`config.mk`:
```
export PLATFORM = sky130hd
export DESIGN_NAME = xbus_ctrl
export DESIGN_NICKNAME = d
export VERILOG_FILES = /design/src/rtl/xbus_pkg.sv /design/src/rtl/xbus_cfg_regs.sv /design/src/rtl/xbus_decode.sv /design/src/rtl/xbus_seq.sv /design/src/rtl/xbus_ctrl.sv
export SDC_FILE = /design/constraint.sdc
export NUM_CORES = 1
export LEC_CHECK = 0
export BUFFER_PORTS_ARGS = -buffer_cell sky130_fd_sc_hd__buf_2
export CORE_ASPECT_RATIO = 0.5
export CORE_MARGIN = 1
export CORE_UTILIZATION = 58
export CTS_CLUSTER_SIZE = 8
export DETAILED_ROUTE_END_ITERATION = 10
export HOLD_SLACK_MARGIN = 0.02
export PLACE_DENSITY = 0.8
export SLEW_MARGIN = 40
export SYNTH_ARGS = -nofsm -noshare
export SYNTH_HDL_FRONTEND = slang
export SYNTH_HIERARCHICAL = 1
export SYNTH_SLANG_ARGS = --single-unit
```
`constraint.sdc`:
```
create_clock -name clk -period 3.3 [get_ports clk]
set_clock_uncertainty 0.2 [all_clocks]
set_input_delay 0.495 -clock clk [delete_from_list [all_inputs] [get_ports clk]]
set_output_delay 0.495 -clock clk [all_outputs]
set_load 0.03 [all_outputs]
```
`src/rtl/xbus_pkg.sv`:
```
`timescale 1ns/1ps
package xbus_pkg;
    localparam int N_CS    = 8;
    localparam int IADDR_W = 28;
    localparam int EADDR_W = 24;
    localparam int DATA_W  = 16;
    localparam int TCNT_W  = 4;
    localparam int WIN_W   = IADDR_W - EADDR_W;
    localparam int MIN_WIN_LOG = 16;

    typedef struct packed {
        logic [7:0]        spare;
        logic [3:0]        size;
        logic [TCNT_W-1:0] t_recov;
        logic [TCNT_W-1:0] t_hold;
        logic [TCNT_W-1:0] t_strobe;
        logic [TCNT_W-1:0] t_setup;
        logic              mux;
        logic              moto;
        logic              wide;
        logic              en;
    } cs_cfg_t;

    localparam int CFG_W = $bits(cs_cfg_t);

    typedef struct packed {
        logic [TCNT_W-1:0] t_recov;
        logic [TCNT_W-1:0] t_hold;
        logic [TCNT_W-1:0] t_strobe;
        logic [TCNT_W-1:0] t_setup;
        logic              mux;
        logic              moto;
        logic              wide;
    } xfer_mode_t;

    typedef enum logic [2:0] {
        PH_IDLE, PH_SETUP, PH_STROBE, PH_HOLD, PH_RECOV, PH_RESP, PH_ERR
    } phase_e;

    function automatic cs_cfg_t boot_cfg(input logic strap);
        cs_cfg_t r;
        r          = '0;
        r.en       = 1'b1;
        r.wide     = 1'b1;
        r.t_setup  = '1;
        r.t_strobe = '1;
        r.t_hold   = '1;
        r.t_recov  = '1;
        r.size     = strap ? 4'd8 : 4'd7;
        return r;
    endfunction

    function automatic cs_cfg_t mask_cfg(input logic [CFG_W-1:0] w);
        cs_cfg_t r;
        r       = cs_cfg_t'(w);
        r.spare = '0;
        return r;
    endfunction

    function automatic logic in_window(input logic [3:0] size, input logic [EADDR_W-1:0] off);
        if (size >= 4'd8) return 1'b1;
        return (off >> (MIN_WIN_LOG + int'(size))) == '0;
    endfunction
endpackage

```
`src/rtl/xbus_cfg_regs.sv`:
```
`timescale 1ns/1ps
module xbus_cfg_regs
    import xbus_pkg::*;
#(
    parameter int N = N_CS,
    localparam int SEL_W = $clog2(N)
) (
    input  logic             clk,
    input  logic             rst,
    input  logic             strap_i,
    input  logic             we_i,
    input  logic [SEL_W-1:0] sel_i,
    input  logic [CFG_W-1:0] wdata_i,
    output logic [CFG_W-1:0] rdata_o,
    output cs_cfg_t          cfg_o [N]
);
    cs_cfg_t cfg_q [N];

    for (genvar g = 0; g < N; g++) begin : g_reg
        always_ff @(posedge clk) begin
            if (rst) begin
                cfg_q[g] <= (g == 0) ? boot_cfg(strap_i) : '0;
            end else if (we_i && sel_i == SEL_W'(g)) begin
                cfg_q[g] <= mask_cfg(wdata_i);
            end
        end
        assign cfg_o[g] = cfg_q[g];
    end

    assign rdata_o = cfg_q[sel_i];

    AST_BOOT_STATE: assert property (@(posedge clk) disable iff (rst)
        $past(rst) |-> (cfg_q[0].en && cfg_q[0].t_setup == '1 && !cfg_q[1].en));
    AST_STRAP_SIZE: assert property (@(posedge clk) disable iff (rst)
        $past(rst) |-> (cfg_q[0].size == ($past(strap_i) ? 4'd8 : 4'd7)));
endmodule

```
`src/rtl/xbus_decode.sv`:
```
`timescale 1ns/1ps
module xbus_decode
    import xbus_pkg::*;
#(
    parameter int N = N_CS,
    localparam int SEL_W = $clog2(N)
) (
    input  logic [IADDR_W-1:0] addr_i,
    input  logic [1:0]         be_i,
    input  cs_cfg_t            cfg_i [N],
    output logic [SEL_W-1:0]   hit_o,
    output xfer_mode_t         mode_o,
    output logic               bad_o
);
    logic [WIN_W-1:0] win;
    logic             in_range;
    cs_cfg_t          sel_cfg;
    logic             unused_spare;

    assign win      = addr_i[IADDR_W-1 -: WIN_W];
    assign in_range = int'(win) < N;
    assign hit_o    = win[SEL_W-1:0];
    assign sel_cfg  = in_range ? cfg_i[hit_o] : '0;
    assign unused_spare = ^sel_cfg.spare;

    always_comb begin
        mode_o.t_recov  = sel_cfg.t_recov;
        mode_o.t_hold   = sel_cfg.t_hold;
        mode_o.t_strobe = sel_cfg.t_strobe;
        mode_o.t_setup  = sel_cfg.t_setup;
        mode_o.mux      = sel_cfg.mux;
        mode_o.moto     = sel_cfg.moto;
        mode_o.wide     = sel_cfg.wide;
    end

    assign bad_o = !in_range || !sel_cfg.en || (be_i == 2'b00)
                 || !in_window(sel_cfg.size, addr_i[EADDR_W-1:0]);
endmodule

```
`src/rtl/xbus_seq.sv`:
```
`timescale 1ns/1ps
module xbus_seq
    import xbus_pkg::*;
#(
    parameter int N = N_CS,
    localparam int SEL_W = $clog2(N)
) (
    input  logic               clk,
    input  logic               rst,
    input  logic               acc_i,
    input  logic               bad_i,
    input  logic [SEL_W-1:0]   hit_i,
    input  xfer_mode_t         mode_i,
    input  logic               write_i,
    input  logic [EADDR_W-1:1] addr_i,
    input  logic [DATA_W-1:0]  wdata_i,
    input  logic [1:0]         be_i,
    input  logic [DATA_W-1:0]  ext_din,
    output logic               idle_o,
    output logic               rsp_valid,
    output logic               rsp_err,
    output logic [DATA_W-1:0]  rsp_rdata,
    output logic [N-1:0]       ext_cs_n,
    output logic [EADDR_W-1:0] ext_addr,
    output logic [DATA_W-1:0]  ext_dout,
    output logic               ext_doe,
    output logic               ext_ale,
    output logic               ext_rd_n,
    output logic               ext_wr_n,
    output logic               ext_ds_n,
    output logic               ext_rnw
);
    phase_e              ph;
    xfer_mode_t          m_q;
    logic [SEL_W-1:0]    hit_q;
    logic                wr_q, byte_q, pend_q;
    logic [EADDR_W-1:1]  addr_q;
    logic [DATA_W-1:0]   wd_q, rd_q;
    logic [TCNT_W-1:0]   cnt_q;

    always_ff @(posedge clk) begin
        if (rst) begin
            ph <= PH_IDLE;
            m_q <= '0; hit_q <= '0; wr_q <= 1'b0; byte_q <= 1'b0; pend_q <= 1'b0;
            addr_q <= '0; wd_q <= '0; rd_q <= '0; cnt_q <= '0;
        end else begin
            unique case (ph)
                PH_IDLE: if (acc_i) begin
                    if (bad_i) begin
                        ph <= PH_ERR;
                    end else begin
                        ph     <= PH_SETUP;
                        m_q    <= mode_i;
                        hit_q  <= hit_i;
                        wr_q   <= write_i;
                        addr_q <= addr_i;
                        wd_q   <= wdata_i;
                        rd_q   <= '0;
                        cnt_q  <= mode_i.t_setup;
                        byte_q <= !mode_i.wide && !be_i[0];
                        pend_q <= !mode_i.wide && be_i[0] && be_i[1];
                    end
                end
                PH_SETUP: if (cnt_q == '0) begin
                    ph <= PH_STROBE; cnt_q <= m_q.t_strobe;
                end else cnt_q <= cnt_q - 1'b1;
                PH_STROBE: if (cnt_q == '0) begin
                    ph <= PH_HOLD; cnt_q <= m_q.t_hold;
                    if (!wr_q) begin
                        if (m_q.wide)    rd_q        <= ext_din;
                        else if (byte_q) rd_q[15:8]  <= ext_din[7:0];
                        else             rd_q[7:0]   <= ext_din[7:0];
                    end
                end else cnt_q <= cnt_q - 1'b1;
                PH_HOLD: if (cnt_q == '0) begin
                    ph <= PH_RECOV; cnt_q <= m_q.t_recov;
                end else cnt_q <= cnt_q - 1'b1;
                PH_RECOV: if (cnt_q == '0) begin
                    if (pend_q) begin
                        ph <= PH_SETUP; cnt_q <= m_q.t_setup;
                        byte_q <= 1'b1; pend_q <= 1'b0;
                    end else ph <= PH_RESP;
                end else cnt_q <= cnt_q - 1'b1;
                default: ph <= PH_IDLE;
            endcase
        end
    end

    logic              active, strb, data_ph;
    logic [7:0]        wbyte;
    logic [DATA_W-1:0] wval;

    assign active  = (ph == PH_SETUP) || (ph == PH_STROBE) || (ph == PH_HOLD);
    assign strb    = (ph == PH_STROBE);
    assign data_ph = ((ph == PH_STROBE) || (ph == PH_HOLD)) && wr_q;
    assign wbyte   = byte_q ? wd_q[15:8] : wd_q[7:0];
    assign wval    = m_q.wide ? wd_q : {8'h00, wbyte};

    assign idle_o    = (ph == PH_IDLE);
    assign rsp_valid = (ph == PH_RESP) || (ph == PH_ERR);
    assign rsp_err   = (ph == PH_ERR);
    assign rsp_rdata = (ph == PH_RESP) ? rd_q : '0;
    assign ext_cs_n  = active ? ~(N'(1) << hit_q) : '1;
    assign ext_addr  = active ? {addr_q, (m_q.wide ? 1'b0 : byte_q)} : '0;
    assign ext_ale   = (ph == PH_SETUP) && m_q.mux;
    assign ext_dout  = ext_ale ? ext_addr[DATA_W-1:0] : (data_ph ? wval : '0);
    assign ext_doe   = ext_ale || data_ph;
    assign ext_rd_n  = !(strb && !m_q.moto && !wr_q);
    assign ext_wr_n  = !(strb && !m_q.moto && wr_q);
    assign ext_ds_n  = !(strb && m_q.moto);
    assign ext_rnw   = !(active && m_q.moto && wr_q);

    logic strobe_on;
    assign strobe_on = !ext_rd_n || !ext_wr_n || !ext_ds_n;

    AST_CS_ONEHOT: assert property (@(posedge clk) disable iff (rst)
        $onehot0(~ext_cs_n));
    AST_ERR_QUIET: assert property (@(posedge clk) disable iff (rst)
        rsp_err |-> (&ext_cs_n && !ext_doe && !strobe_on));
    AST_ADDR_STABLE: assert property (@(posedge clk) disable iff (rst)
        (strobe_on && $past(strobe_on)) |-> $stable(ext_addr));
    AST_ALE_THEN_STROBE: assert property (@(posedge clk) disable iff (rst)
        $fell(ext_ale) |-> strobe_on);
    AST_CFG_FROZEN: assert property (@(posedge clk) disable iff (rst)
        (ph != PH_IDLE && $past(ph) != PH_IDLE) |-> $stable(m_q));
endmodule

```
`src/rtl/xbus_ctrl.sv`:
```
`timescale 1ns/1ps
module xbus_ctrl
    import xbus_pkg::*;
#(
    parameter int N = N_CS,
    localparam int SEL_W = $clog2(N)
) (
    input  logic               clk,
    input  logic               rst,
    input  logic               strap_a0,
    input  logic               cfg_we,
    input  logic [SEL_W-1:0]   cfg_sel,
    input  logic [CFG_W-1:0]   cfg_wdata,
    output logic [CFG_W-1:0]   cfg_rdata,
    input  logic               req_valid,
    output logic               req_ready,
    input  logic               req_write,
    input  logic [IADDR_W-1:0] req_addr,
    input  logic [DATA_W-1:0]  req_wdata,
    input  logic [1:0]         req_be,
    output logic               rsp_valid,
    output logic               rsp_err,
    output logic [DATA_W-1:0]  rsp_rdata,
    output logic [N-1:0]       ext_cs_n,
    output logic [EADDR_W-1:0] ext_addr,
    output logic [DATA_W-1:0]  ext_dout,
    output logic               ext_doe,
    input  logic [DATA_W-1:0]  ext_din,
    output logic               ext_ale,
    output logic               ext_rd_n,
    output logic               ext_wr_n,
    output logic               ext_ds_n,
    output logic               ext_rnw
);
    cs_cfg_t          cfg [N];
    logic [SEL_W-1:0] hit;
    xfer_mode_t       mode;
    logic             bad, idle, unused_a0;

    assign unused_a0 = req_addr[0];

    xbus_cfg_regs #(.N(N)) u_regs (
        .clk(clk), .rst(rst), .strap_i(strap_a0), .we_i(cfg_we), .sel_i(cfg_sel),
        .wdata_i(cfg_wdata), .rdata_o(cfg_rdata), .cfg_o(cfg)
    );

    xbus_decode #(.N(N)) u_dec (
        .addr_i(req_addr), .be_i(req_be), .cfg_i(cfg),
        .hit_o(hit), .mode_o(mode), .bad_o(bad)
    );

    xbus_seq #(.N(N)) u_seq (
        .clk(clk), .rst(rst), .acc_i(req_valid && idle), .bad_i(bad), .hit_i(hit),
        .mode_i(mode), .write_i(req_write), .addr_i(req_addr[EADDR_W-1:1]),
        .wdata_i(req_wdata), .be_i(req_be), .ext_din(ext_din), .idle_o(idle),
        .rsp_valid(rsp_valid), .rsp_err(rsp_err), .rsp_rdata(rsp_rdata),
        .ext_cs_n(ext_cs_n), .ext_addr(ext_addr), .ext_dout(ext_dout), .ext_doe(ext_doe),
        .ext_ale(ext_ale), .ext_rd_n(ext_rd_n), .ext_wr_n(ext_wr_n),
        .ext_ds_n(ext_ds_n), .ext_rnw(ext_rnw)
    );

    assign req_ready = idle;

    AST_READY_IDLE: assert property (@(posedge clk) disable iff (rst)
        req_ready |-> (&ext_cs_n && !rsp_valid));
endmodule

```
==> out/results.tsv <==
metric	value	unit
place_area	16300	µm²
p_total	9660	µW
grt_max_degree	88	
setup_viol	0	
grt_pass1_vias	11596	
tritoncts	built	
layout.cells.non_filler	1880	
cts-root-buf	clkbuf_16	
fp.dieArea	26300	µm²
ys_warn_count	6	
clkPwrFrac	38.3	%
n_fill_cell	1687	
rsz0062_at_grt	no	
power.switching	2740	µW
row_count	40	
cp.required	3.55	ns
grt_antenna_before_repair	0	
tightest_slew	0.896	ns
ctsResizeCount	0	
syn_area	14800	µm²
internal_power	6920	µW
switching_share	28.4	%
powerDensity	549	nW/µm²
grtUsageTotal	32.2	%
max-vdd-ir-drop	0.320	mV
drc_errors	0	
port_buffers	190	
syn_avg_cell_area	11.2	µm²
overflow	0	
chipHeight	115	µm
cp.arrival	3.39	ns
fmax	0.318	GHz
maxCapViolations	0	
power.leakage	0.00684	µW
hpwl	27.9	mm
first_pass_iters	6	
first_iter_violations	1205	
start_util	60.4	%
drive_above_1_share	28.3	%
dp.cells	1806	
slew_headroom	40.0	%
slew_violations	0	
finalCritPeriodShare	95.4	%
routedWlPerCell	22.7	µm
diodes	0	
clkLatencyLatePin	0.54	ns
startpoint_type	input pin	
drt_wl_total	42.8	mm
syn-instance-count	1323	
numCtsBuffers	40	
path_class	in2reg	
vias	11922	
end_kind	flip-flop	
core_area	24600	µm²
finalHoldViolCount	0	
cts-htree-levels	2	
outcome	finished clean	
place_congestion	0.916	
fin_setup_tns	0	ns
chipWidth	228	µm
pin_count	208	
path_max_fanout	16	
min_path_type	in2reg	
pwr-share-seq	42.4	%
area_delta_synth_final	18.6	%
clkTransAtPathRegs	0.05	ns
grt_pass1_wl	64.5	mm
routed_via_density	6.34	
min_period	3.15	ns
clock-sinks	279	
cts_buffer_depth	3	
final_area	17600	µm²
nets	1639	
combPwrFrac	19.4	%
detail-route-antenna-nets	0	
## critical path, stage by stage
cell and delay [ns]:
dlygate4sd3_1 0.54, buf_2 0.14, nor4_1 0.25, a31oi_1 0.07, a2111oi_0 0.40, o211ai_1 0.15
buf_4 0.17, nor3b_1 0.33, o21a_1 0.49, nand4_1 0.18, a21oi_1 0.19
## registers in the layout, indices dropped and copies added, names as in the netlist
signal	flops
u_regs/cfg_q	192
u_seq/addr_q	23
u_seq/byte_q	1
u_seq/cnt_q	4
u_seq/hit_q	3
u_seq/m_q	19
u_seq/pend_q	1
u_seq/ph	3
u_seq/rd_q	16
u_seq/wd_q	16
u_seq/wr_q	1
## placed cells by master, fill, tap and decap left out, drive strengths merged, types with 9 or more instances in the layout
master,count
a21oi,88
a221oi,13
a22o,10
and2,163
and3,53
buf,261
clkbuf,51
dfxtp,87
dlygate4sd3,21
edfxtp,192
mux2,55
mux2i,50
mux4,56
nand2,146
nand2b,9
nand4,19
nor2,52
nor2b,10
o21ai,40
o22ai,30
o2bb2ai,10
or3,21
## power groups by stage
stage | sequential [µW] | clock (µW) | combinational, µW
CTS | 4090 | 3730 | 1830
finish | 4090 | 3700 | 1870
floorplan | 4100 | 0 | 1280
global route | 4110 | 3880 | 1980
global placement | 4130 | 0 | 1760
detailed placement | 4150 | 0 | 1800
## timing repair
action | 4_1_cts | 5_1_grt
endpoints found under the hold margin | 21 | 0
setup endpoints to repair | 0 | 33
hold buffers | 21 | 0
setup buffers | 0 | 1
## metal layers
| layer | GRT usage, % | routed length, µm | vias to the layer above |
|---|---|---|---|
| met5 | 0 | 0 | - |
| met4 | 13.0 | 1500 | 0 |
| met3 | 6.40 | 4880 | 125 |
| met2 | 54.1 | 20200 | 810 |
| met1 | 41.6 | 16200 | 5703 |
| li1 | - | - | 5284 |
## cell type report
cell class                 instances  area, µm²  share of cell area, %
tap                              336        420                   2.39
clock buffer                      51       1080                   6.16
clock inverter                     1       16.3                 0.0924
multi-input combinational        924       6760                   38.4
timing repair buffer             282       1790                   10.2
sequential                       279       7510                   42.6
inverter                           7       26.3                  0.149
## through the flow
stage          hold WS [ns]  setup slack, ns  utilization [%]
2_1_floorplan         0.231            0.167                -
3_3_place_gp          0.239          -0.0561             66.3
4_1_cts              0.0207            0.149             71.6
5_1_grt              0.0326          0.00481             71.6
3_5_place_dp          0.247           -0.169             66.3
6_report             0.0376            0.152             71.6
## path summary, 6_finish.rpt
path / from / endpoint / slack, ns / cells after the start
worst max-delay path: req_addr[21] / u_seq/rd_q[9] / 0.15 / 11
worst min-delay path: req_addr[8] / u_seq/addr_q[8] / 0.04 / 3
worst max register to register: u_regs/cfg_q[3][20] / u_seq/wd_q[6] / 0.18 / 12
worst min register to register: u_seq/addr_q[19] / u_seq/addr_q[19] / 0.25 / 2
Note: power is estimated with default switching activity, not from simulation.
